## src/rtl/synctl_pkg.sv

```systemverilog
package synctl_pkg;

   localparam int WORD_W  = 24;
   localparam int SEL_W   = 2;
   localparam int RDIV_W  = 14;
   localparam int A_W     = 6;
   localparam int B_W     = 13;
   localparam int TCODE_W = 4;
   localparam int NCODES  = 1 << TCODE_W;

   typedef enum logic [SEL_W-1:0] {
      SEL_REF  = 2'b00,
      SEL_AB   = 2'b01,
      SEL_FUNC = 2'b10,
      SEL_INIT = 2'b11
   } latch_sel_e;

   // function / initialization payload, word[23:2]
   typedef struct packed {
      logic [1:0]         presc;
      logic               pd2;
      logic [2:0]         cur2;
      logic [2:0]         cur1;
      logic [TCODE_W-1:0] tcode;
      logic               fl_mode;
      logic               fl_en;
      logic               cp_tri;
      logic               polarity;
      logic [2:0]         mux;
      logic               pd1;
      logic               cnt_hold;
   } func_t;

   typedef struct packed {
      logic              lock_prec;
      logic [1:0]        pwidth;
      logic [RDIV_W-1:0] rdiv;
   } ref_t;

   // counter payload, word[21:2]
   typedef struct packed {
      logic           gain;
      logic [B_W-1:0] b;
      logic [A_W-1:0] a;
   } ab_t;

endpackage

```

## src/rtl/synctl_sync.sv

```systemverilog
module synctl_sync #(
   parameter int STAGES = 2
) (
   input  logic clk,
   input  logic rst_n,
   input  logic din,
   output logic dout
);
   logic [STAGES-1:0] pipe;

   generate
      if (STAGES < 2) begin : g_bad_stages
         $error("synctl_sync: STAGES must be at least 2");
      end
   endgenerate

   always_ff @(posedge clk or negedge rst_n) begin
      if (!rst_n) pipe <= '0;
      else        pipe <= {pipe[STAGES-2:0], din};
   end

   assign dout = pipe[STAGES-1];
endmodule

```

## src/rtl/synctl_shift.sv

```systemverilog
module synctl_shift
   import synctl_pkg::*;
(
   input  logic              clk,
   input  logic              rst_n,
   input  logic              clk_lvl,
   input  logic              data_lvl,
   input  logic              le_lvl,
   output logic [WORD_W-1:0] word,
   output logic              word_vld
);
   logic clk_prev, le_prev;
   logic [WORD_W-1:0] sreg;

   always_ff @(posedge clk or negedge rst_n) begin
      if (!rst_n) begin
         clk_prev <= 1'b0;
         le_prev  <= 1'b0;
         sreg     <= '0;
      end else begin
         clk_prev <= clk_lvl;
         le_prev  <= le_lvl;
         if (clk_lvl && !clk_prev) sreg <= {sreg[WORD_W-2:0], data_lvl};
      end
   end

   // no bit count: a short burst transfers whatever is held
   assign word     = sreg;
   assign word_vld = le_lvl && !le_prev;
endmodule

```

## src/rtl/synctl_regs.sv

```systemverilog
module synctl_regs
   import synctl_pkg::*;
(
   input  logic              clk,
   input  logic              rst_n,
   input  logic [WORD_W-1:0] word,
   input  logic              word_vld,
   input  logic              gain_clr,
   output func_t             func_q,
   output ref_t              ref_q,
   output ab_t               ab_q,
   output logic              rst_pulse,
   output logic              ab_wr,
   output logic              func_wr,
   output logic              init_wr
);
   logic armed;
   latch_sel_e sel;

   assign sel = latch_sel_e'(word[SEL_W-1:0]);

   always_ff @(posedge clk or negedge rst_n) begin
      if (!rst_n) begin
         func_q    <= '0;
         ref_q     <= '0;
         ab_q      <= '0;
         rst_pulse <= 1'b0;
         ab_wr     <= 1'b0;
         func_wr   <= 1'b0;
         init_wr   <= 1'b0;
         armed     <= 1'b0;
      end else begin
         rst_pulse <= 1'b0;
         ab_wr     <= 1'b0;
         func_wr   <= 1'b0;
         init_wr   <= 1'b0;
         if (gain_clr) ab_q.gain <= 1'b0;
         if (word_vld) begin
            case (sel)
               SEL_REF: begin
                  ref_q.rdiv      <= word[RDIV_W+1:2];
                  ref_q.pwidth    <= word[17:16];
                  ref_q.lock_prec <= word[20];
               end
               SEL_AB: begin
                  ab_q  <= ab_t'(word[A_W+B_W+2:2]);
                  ab_wr <= 1'b1;
                  if (armed) begin
                     rst_pulse <= 1'b1;
                     armed     <= 1'b0;
                  end
               end
               SEL_FUNC: begin
                  func_q  <= func_t'(word[WORD_W-1:2]);
                  func_wr <= 1'b1;
               end
               SEL_INIT: begin
                  func_q    <= func_t'(word[WORD_W-1:2]);
                  init_wr   <= 1'b1;
                  rst_pulse <= 1'b1;
                  armed     <= 1'b1;
               end
               default: ;
            endcase
         end
      end
   end
endmodule

```

## src/rtl/synctl_power.sv

```systemverilog
module synctl_power (
   input  logic clk,
   input  logic rst_n,
   input  logic func_wr,
   input  logic init_wr,
   input  logic pd1,
   input  logic pd2,
   input  logic cp_event,
   output logic pd_prog
);
   logic pending;

   always_ff @(posedge clk or negedge rst_n) begin
      if (!rst_n) begin
         pd_prog <= 1'b0;
         pending <= 1'b0;
      end else if (func_wr || init_wr) begin
         if (!pd1) begin
            pd_prog <= 1'b0;
            pending <= 1'b0;
         end else if (!pd2 || init_wr) begin
            // asynchronous mode, or the init pulse acts as the trigger
            pd_prog <= 1'b1;
            pending <= 1'b0;
         end else begin
            pending <= 1'b1;
         end
      end else if (pending && cp_event) begin
         pd_prog <= 1'b1;
         pending <= 1'b0;
      end
   end
endmodule

```

## src/rtl/synctl_fastlock.sv

```systemverilog
module synctl_fastlock
   import synctl_pkg::*;
#(
   parameter int TICK_STEP = 4
) (
   input  logic               clk,
   input  logic               rst_n,
   input  logic               fl_en,
   input  logic               fl_mode,
   input  logic [TCODE_W-1:0] tcode,
   input  logic               gain,
   input  logic               ab_wr,
   input  logic               timer_rst,
   input  logic               ref_tick,
   output logic               gain_clr,
   output logic               cur_sel
);
   localparam int MAX_TICKS = NCODES * TICK_STEP;
   localparam int CNT_W     = $clog2(MAX_TICKS + 1);

   logic [CNT_W-1:0] limit_lut [NCODES];
   logic [CNT_W-1:0] cnt;
   logic [CNT_W-1:0] last_cnt;
   logic             run;

   generate
      if (TICK_STEP < 1) begin : g_bad_step
         $error("synctl_fastlock: TICK_STEP must be positive");
      end
      for (genvar g = 0; g < NCODES; g++) begin : g_lut
         assign limit_lut[g] = CNT_W'((g + 1) * TICK_STEP);
      end
   endgenerate

   assign run      = fl_en && fl_mode && gain;
   assign last_cnt = limit_lut[tcode] - CNT_W'(1);

   always_ff @(posedge clk or negedge rst_n) begin
      if (!rst_n)                          cnt <= '0;
      else if (ab_wr || timer_rst || !run) cnt <= '0;
      else if (ref_tick)                   cnt <= cnt + CNT_W'(1);
   end

   assign gain_clr = run && ref_tick && !ab_wr && !timer_rst && (cnt == last_cnt);
   assign cur_sel  = fl_en && gain;
endmodule

```

## src/rtl/synth_ctl_latches.sv

```systemverilog
module synth_ctl_latches
   import synctl_pkg::*;
#(
   parameter int SYNC_STAGES = 2,
   parameter int TICK_STEP   = 4
) (
   input  logic              clk,
   input  logic              rst_n,
   input  logic              ser_clk,
   input  logic              ser_data,
   input  logic              ser_le,
   input  logic              chip_en,
   input  logic              cp_event,
   input  logic              ref_tick,
   output logic [RDIV_W-1:0] r_div,
   output logic [1:0]        pulse_width,
   output logic              lock_prec,
   output logic [A_W-1:0]    a_val,
   output logic [B_W-1:0]    b_val,
   output logic [1:0]        presc_sel,
   output logic [2:0]        mux_sel,
   output logic              pd_polarity,
   output logic [2:0]        cur_set1,
   output logic [2:0]        cur_set2,
   output logic              cur_sel,
   output logic              cnt_rst,
   output logic              pwr_down,
   output logic              cp_tristate
);
   logic              clk_lvl, data_lvl, le_lvl;
   logic [WORD_W-1:0] word;
   logic              word_vld;
   func_t             func_q;
   ref_t              ref_q;
   ab_t               ab_q;
   logic              rst_pulse, ab_wr, func_wr, init_wr, gain_clr, pd_prog;

   synctl_sync #(.STAGES(SYNC_STAGES)) i_sync_clk (
      .clk(clk), .rst_n(rst_n), .din(ser_clk), .dout(clk_lvl));
   synctl_sync #(.STAGES(SYNC_STAGES)) i_sync_data (
      .clk(clk), .rst_n(rst_n), .din(ser_data), .dout(data_lvl));
   synctl_sync #(.STAGES(SYNC_STAGES)) i_sync_le (
      .clk(clk), .rst_n(rst_n), .din(ser_le), .dout(le_lvl));

   synctl_shift i_shift (
      .clk(clk), .rst_n(rst_n), .clk_lvl(clk_lvl), .data_lvl(data_lvl),
      .le_lvl(le_lvl), .word(word), .word_vld(word_vld));

   synctl_regs i_regs (
      .clk(clk), .rst_n(rst_n), .word(word), .word_vld(word_vld),
      .gain_clr(gain_clr), .func_q(func_q), .ref_q(ref_q), .ab_q(ab_q),
      .rst_pulse(rst_pulse), .ab_wr(ab_wr), .func_wr(func_wr), .init_wr(init_wr));

   synctl_power i_power (
      .clk(clk), .rst_n(rst_n), .func_wr(func_wr), .init_wr(init_wr),
      .pd1(func_q.pd1), .pd2(func_q.pd2), .cp_event(cp_event), .pd_prog(pd_prog));

   synctl_fastlock #(.TICK_STEP(TICK_STEP)) i_fastlock (
      .clk(clk), .rst_n(rst_n), .fl_en(func_q.fl_en), .fl_mode(func_q.fl_mode),
      .tcode(func_q.tcode), .gain(ab_q.gain), .ab_wr(ab_wr), .timer_rst(cnt_rst),
      .ref_tick(ref_tick), .gain_clr(gain_clr), .cur_sel(cur_sel));

   assign pwr_down    = !chip_en || pd_prog;
   assign cnt_rst     = rst_pulse || func_q.cnt_hold || pwr_down;
   assign cp_tristate = cnt_rst || func_q.cp_tri;

   assign r_div       = ref_q.rdiv;
   assign pulse_width = ref_q.pwidth;
   assign lock_prec   = ref_q.lock_prec;
   assign a_val       = ab_q.a;
   assign b_val       = ab_q.b;
   assign presc_sel   = func_q.presc;
   assign mux_sel     = func_q.mux;
   assign pd_polarity = func_q.polarity;
   assign cur_set1    = func_q.cur1;
   assign cur_set2    = func_q.cur2;
endmodule

```

## config.mk

```make
export PLATFORM = sky130hd
export DESIGN_NAME = synth_ctl_latches
export DESIGN_NICKNAME = d
export VERILOG_FILES = /design/src/rtl/synctl_pkg.sv /design/src/rtl/synctl_sync.sv /design/src/rtl/synctl_shift.sv /design/src/rtl/synctl_regs.sv /design/src/rtl/synctl_power.sv /design/src/rtl/synctl_fastlock.sv /design/src/rtl/synth_ctl_latches.sv
export SDC_FILE = /design/constraint.sdc
export NUM_CORES = 1
export LEC_CHECK = 0
export BUFFER_PORTS_ARGS = -buffer_cell sky130_fd_sc_hd__buf_2
export CAP_MARGIN = 20
export CORE_ASPECT_RATIO = 0.7
export CORE_UTILIZATION = 45
export CTS_CLUSTER_DIAMETER = 30
export DETAILED_ROUTE_END_ITERATION = 7
export HOLD_SLACK_MARGIN = 0.06
export PLACE_DENSITY = 0.68
export SYNTH_ARGS = -nofsm -noshare
export SYNTH_HDL_FRONTEND = slang
export SYNTH_SLANG_ARGS = --single-unit
```

## constraint.sdc

```tcl
create_clock -name clk -period 4.5 [get_ports clk]
set_input_delay 0.45 -clock clk [delete_from_list [all_inputs] [get_ports clk]]
set_output_delay 0.45 -clock clk [all_outputs]
set_load 0.05 [all_outputs]
```

* Word-level counts from Yosys, hierarchy flattened
Memories as Yosys holds them, arrays and structs flattened. Cells that the tools add are included.
Storage, ports and cells: input bits 8, bits in registers 105, memory bits (read-only) 112, memories 1
Cells by class: order comparisons 1, bitwise operators 1, reduce and logical (&&, ||, !) cells 35, mux-type cells 25, equality and inequality tests 5, $add $sub $neg 2
Memories:
- (name not given) | words 16, bits a word 7, read ports 1, clocked after Yosys merged registers in 0, wr ports 0, line synctl_fastlock.sv:36 | assign last_cnt = limit_lut[tcode] - CNT_W'(1);
Operator list (count):
- 2-to-1 mux 20 bit | 2
- 2-to-1 mux 7 bit | 4
- 2-to-1 mux 1 bit | 17
- logical AND 1 bit | 10
- AND reduction 2 bit | 5
- logical OR 1 bit | 8
- adder 7 x 1 -> 7 bit (second input constant) | 1
- equality test 7 bit | 1
- zero test 1 bit | 7
- subtractor 7 x 1 -> 7 bit (second input constant) | 1
- nonzero test 2 bit | 3
- greater-or-equal comparator 5 bit (second input constant) | 1
- inverter 4 -> 5 bit | 1
- equality test 2 bit (second input constant) | 2
- case mux 1 bit (2 select lines) | 2
- != test 3 bit (second input constant) | 1
- equality test 2 x 1 -> 1 bit (second input constant) | 1
- zero test 2 bit | 1
- OR reduction 2 bit | 1

* Depth between registers and ports, before layout
word-level depth 10, gate-level depth with buffers 7, mapped depth without buffers 7

* Hierarchy
Synthesis repeated with hierarchy kept, for this count alone.
Unflattened totals: cell total of the unflattened synthesis 265, area total of the unflattened synthesis 4207.8 um2
By module, submodules not included:
- synctl_regs | area an instance 2367.3 um2, seq. area each 1601.5 um2, times used 1, cells an instance 139
- synctl_shift | area an instance 1067.3 um2, seq. area each 650.6 um2, times used 1, cells an instance 55
- synctl_fastlock | area an instance 491.7 um2, seq. area each 175.2 um2, times used 1, cells an instance 52
- synctl_sync | area an instance 50.0 um2, seq. area each 50.0 um2, times used 3, cells an instance 2
- synctl_power | area an instance 103.8 um2, seq. area each 50.0 um2, times used 1, cells an instance 10
- synth_ctl_latches | area an instance 27.5 um2, seq. area each 0.0 um2, times used 1, cells an instance 3

* Least setup slack after synthesis
OpenSTA, ideal clock, no wires.
path type register -> register, start point reg i_regs.func_q[9] (netlist name), end point reg i_regs.ab_q[19] (netlist name), slack 2712 ps, arrival time 1659 ps, stages on the path, launching flop included 8, required time 4371 ps, cell sequence dfrtp_1 ha_1 inv_1 ha_1 xnor2_1 nor4_1 nor4b_1 a21oi_1
Between the ends: longest elaborated chain between the ends 10
Ends and longest elaborated chain:
- inverter 4 -> 5 bit (not written as such) * | line synctl_fastlock.sv:36
- memory (16 x 7 bit) *
- 2-to-1 mux 7 bit (not written as such) * (2 in a row) | line synctl_fastlock.sv:36
- subtractor 7 x 1 -> 7 bit * | line synctl_fastlock.sv:36
- equality test 7 bit * | line synctl_fastlock.sv:44 | assign gain_clr = run && ref_tick && !ab_wr && !timer_rst && (cnt == last_cnt);
- logical AND 1 bit * | line synctl_fastlock.sv:44
- 2-to-1 mux 1 bit * | line synctl_regs.sv:37 | if (gain_clr) ab_q.gain <= 1'b0;
- 2-to-1 mux 20 bit | line synctl_regs.sv:39 | case (sel)
- 2-to-1 mux 20 bit * | line synctl_regs.sv:38 | if (word_vld) begin
Mark *: on every way between the ends. The rest lies on a longest branch, timed or not. The select of a mux whose other input is x is not followed. A chain may end at the register's enable or synchronous reset.

* Worst setup path after layout
start point reg i_shift.le_prev, end point reg i_regs.ref_q[9] (netlist name)
Between the ends: longest elaborated chain between the ends 3
Ends and longest elaborated chain:
- start, declared | line synctl_shift.sv:12 | logic clk_prev, le_prev;
- start signal, assigned | line synctl_shift.sv:22 | le_prev <= le_lvl;
- zero test 1 bit | line synctl_shift.sv:29 | assign word_vld = le_lvl && !le_prev;
- logical AND 1 bit | line synctl_shift.sv:29
- AND reduction 2 bit (no line)
No other way between the ends.

==> run summary <==
outcome -> finished clean
CP max FO -> 17
Setup violations, final -> 0
remaining antenna violation count -> 0
Worst-Skew Late Latency -> 0.34 ns
die height -> 82.7 um
slew margin rel. -> 29.8%
clk slew on worst S/H paths -> 0.06 ns
DR vias/cell -> 5.01
Tot GR Track Use -> 16.0%
Min-Delay Path Class -> input pin to asynchronous set/reset pin
dpl cells -> 439
Critical Path Sink Type -> flop
clock sink total -> 105
critical path startpoint category -> flop
Die X -> 117 um
Yosys reg bits -> 105
switching power -> 1.13 mW
DRC -> 0
row cnt -> 29
first-pass GRT wire length -> 11.3 mm
Mapped Cells -> 274
Layout Cells excl Fill -> 455
total power -> 3.06 mW
Iter 0 DRT Violations -> 102
critical path required time -> 4.73 ns
setup total negative slack -> 0 ns
Top Ports -> 60
crit path time final -> 1.96 ns
Unique masters post-synth -> 35
Slew @ Worst Pin -> 1.05 ns
H-tree Lvls -> 3
clk root buf -> clkbuf_16
initial antenna violation count -> 0
final worst path period share -> 43.5%
port buffer count -> 59
total die area -> 0.00969 mm^2
vias -> 2,281
fraction of final layout cells sized beyond drive strength 1 -> 49.8%
Power Density -> 634 mW/mm^2
GPL Wtd Cong -> 0.732
Initial Util -> 46.3%
mapped cell area -> 0.00418 mm^2
Final Slew Violations -> 0
Clock Power Share -> 24.7%
maximum VDD drop -> 0.484 mV
core area -> 0.00903 mm^2
Seq/Total Area, Yosys -> 62.8%
post-cts resize count -> 0
Syn Area/Cell -> 15.3 um^2
GRT Residual Overflow -> 0
max_cap viols -> 0
CTS Hold Bufs -> 0
Mapped Nets -> 286
first drt pass iteration count -> 4
Sequential Power Share -> 44.1%
final wirelength -> 6.88 mm
Layout Area Growth over Synthesis -> 15.4%
Nets -> 340
Critical Path AT -> 2.18 ns
Final Hold Vio Count -> 0
Fmax achieved -> 511 MHz
TritonCTS clock tree -> yes
number of global-route vias before repair -> 2,178
Post-CTS Setup Bufs -> 0
Leakage -> 2.44 nW
internal power -> 1.93 mW
CTS Buffer Depth -> 2
Setup Skew -> 0.00514 ns
Syn. warnings -> 0
DPL Wire Length -> 4.47 mm
proportion of power drawn by combinational gates -> 31.2%
mean routed wirelength per cell -> 15.1 um
largest net degree at the start of global routing -> 73
CTS buffer count -> 9
RSZ-0062 raised after global routing -> false
switching part of the total power -> 36.8%
ANT cells -> 0
critical path type -> flop to flop
fill count -> 760
metrics by stage:
stage | util (%) | cell area (um^2) | worst slack [ns] | hold slack [ns]
floorplan | - | 4180 | 2.71 | 0.154
global placement | 49.8 | 4500 | 2.54 | 0.334
detailed placement | 49.8 | 4500 | 2.48 | 0.335
CTS | 53.0 | 4780 | 2.47 | 0.200
global route | 53.4 | 4830 | 2.42 | 0.199
finish | 53.4 | 4830 | 2.54 | 0.213
per-layer routing:
metal,part of all wire [%],routed length (um),GRT usage [%],vias to the layer above
met5,0,0,0,-
met4,1.5,101,5.57,0
met3,5.1,351,6.06,10
met2,46,3140,23.7,44
met1,48,3280,21.6,1175
li1,-,-,-,1052
kinds of logic after synthesis:
kind of cell	synth area share, %
flops	62.8
simple gates	5.44
xor+xnor	2.51
mux	22.6
fa+ha+maj	1.20
buf+inv	3.98
compound gates	1.44
Yosys cell counts:
cell type	count	area, um^2
dfrtp_1	105	2630
mux2_2	81	912
nor2_1	14	52.6
buf_4	11	82.6
xor2_1	7	61.3
nand2_1	6	22.5
xnor2_1	5	43.8
a21oi_1	4	20.0
buf_2	4	20.0
ha_1	4	50.1
buf_6	3	33.8
inv_1	3	11.3
a31oi_1	2	12.5
mux2i_1	2	20.0
nand4_1	2	12.5
o21ai_0	2	10.0
a21o_1	1	7.51
and2_1	1	6.26
and3_2	1	7.51
and3b_1	1	8.76
buf_8	1	15.0
clkbuf_1	1	3.75
mux2_4	1	15.0
nand2b_1	1	6.26
nand2b_4	1	13.8
nand3_1	1	5.00
nand4b_2	1	15.0
nor2b_1	1	6.26
nor2b_4	1	13.8
nor3_4	1	16.3
nor3b_1	1	7.51
nor3b_4	1	18.8
nor4_1	1	6.26
nor4b_1	1	8.76
o32a_1	1	10.0
sequential cells by signal (all words and copies together), names as in the netlist, 2 cells and up:
register	cells
i_regs.ref_q	17
i_regs.func_q	22
i_sync_clk.pipe	2
i_shift.word	24
i_sync_data.pipe	2
i_fastlock.cnt	7
i_sync_le.pipe	2
i_regs.ab_q	20
worst max-delay path: stages (launching register included):
cell	delay (ns)
dfrtp_1	0.39
nor2b_4	0.14
nor3b_4	0.87
mux2_2	0.42
power by group through the flow:
stage,Clock (mW),Sequential (mW),Combinational [mW]
6_report,0.755,1.35,0.955
5_1_grt,0.813,1.39,1.01
4_1_cts,0.780,1.35,0.960
3_5_place_dp,0,1.37,0.957
3_3_place_gp,0,1.36,0.943
2_1_floorplan,0,1.69,0.417
placed cells by master (no fill, tap or decap), types with 2 or more instances in the layout:
cell type and n:
nand4_1 2, mux2i_1 2, a31oi_1 2, xor2_1 7, o21ai_0 2, dfrtp_1 105
clkbuf_16 9, nor2_1 14, nand2_1 6, mux2_2 81, buf_4 3, buf_2 58
xnor2_1 5, inv_1 3, a21oi_1 4, ha_1 4
layout make-up:
type / count / area (um^2) / area share [%]
timing repair buffer: 63 / 355 / 7.36
clock buffer: 11 / 243 / 5.03
sequential: 105 / 2630 / 54.4
inverter: 3 / 11.3 / 0.233
tap: 124 / 155 / 3.21
clock inverter: 3 / 42.5 / 0.881
multi-input combinational: 146 / 1390 / 28.8
final timing paths:
check	start	to	slack [ns]	depth (start not counted)
min in group clk	ser_le	i_sync_le.pipe[0]$_DFF_PN0_	0.21	1
max in group asynchronous	rst_n	i_regs.ab_q[18]$_DFFE_PN0P_	3.34	2
worst min register to register	i_sync_clk.pipe[0]$_DFF_PN0_	i_sync_clk.pipe[1]$_DFF_PN0_	0.35	0
worst max register to register	i_shift.le_prev$_DFF_PN0_	i_regs.ref_q[9]$_DFFE_PN0P_	2.54	3
worst max-delay path	i_shift.le_prev$_DFF_PN0_	i_regs.ref_q[9]$_DFFE_PN0P_	2.54	3
worst min-delay path	rst_n	i_regs.ref_q[11]$_DFFE_PN0P_	0.21	1
(Power assumes the default switching activity.)
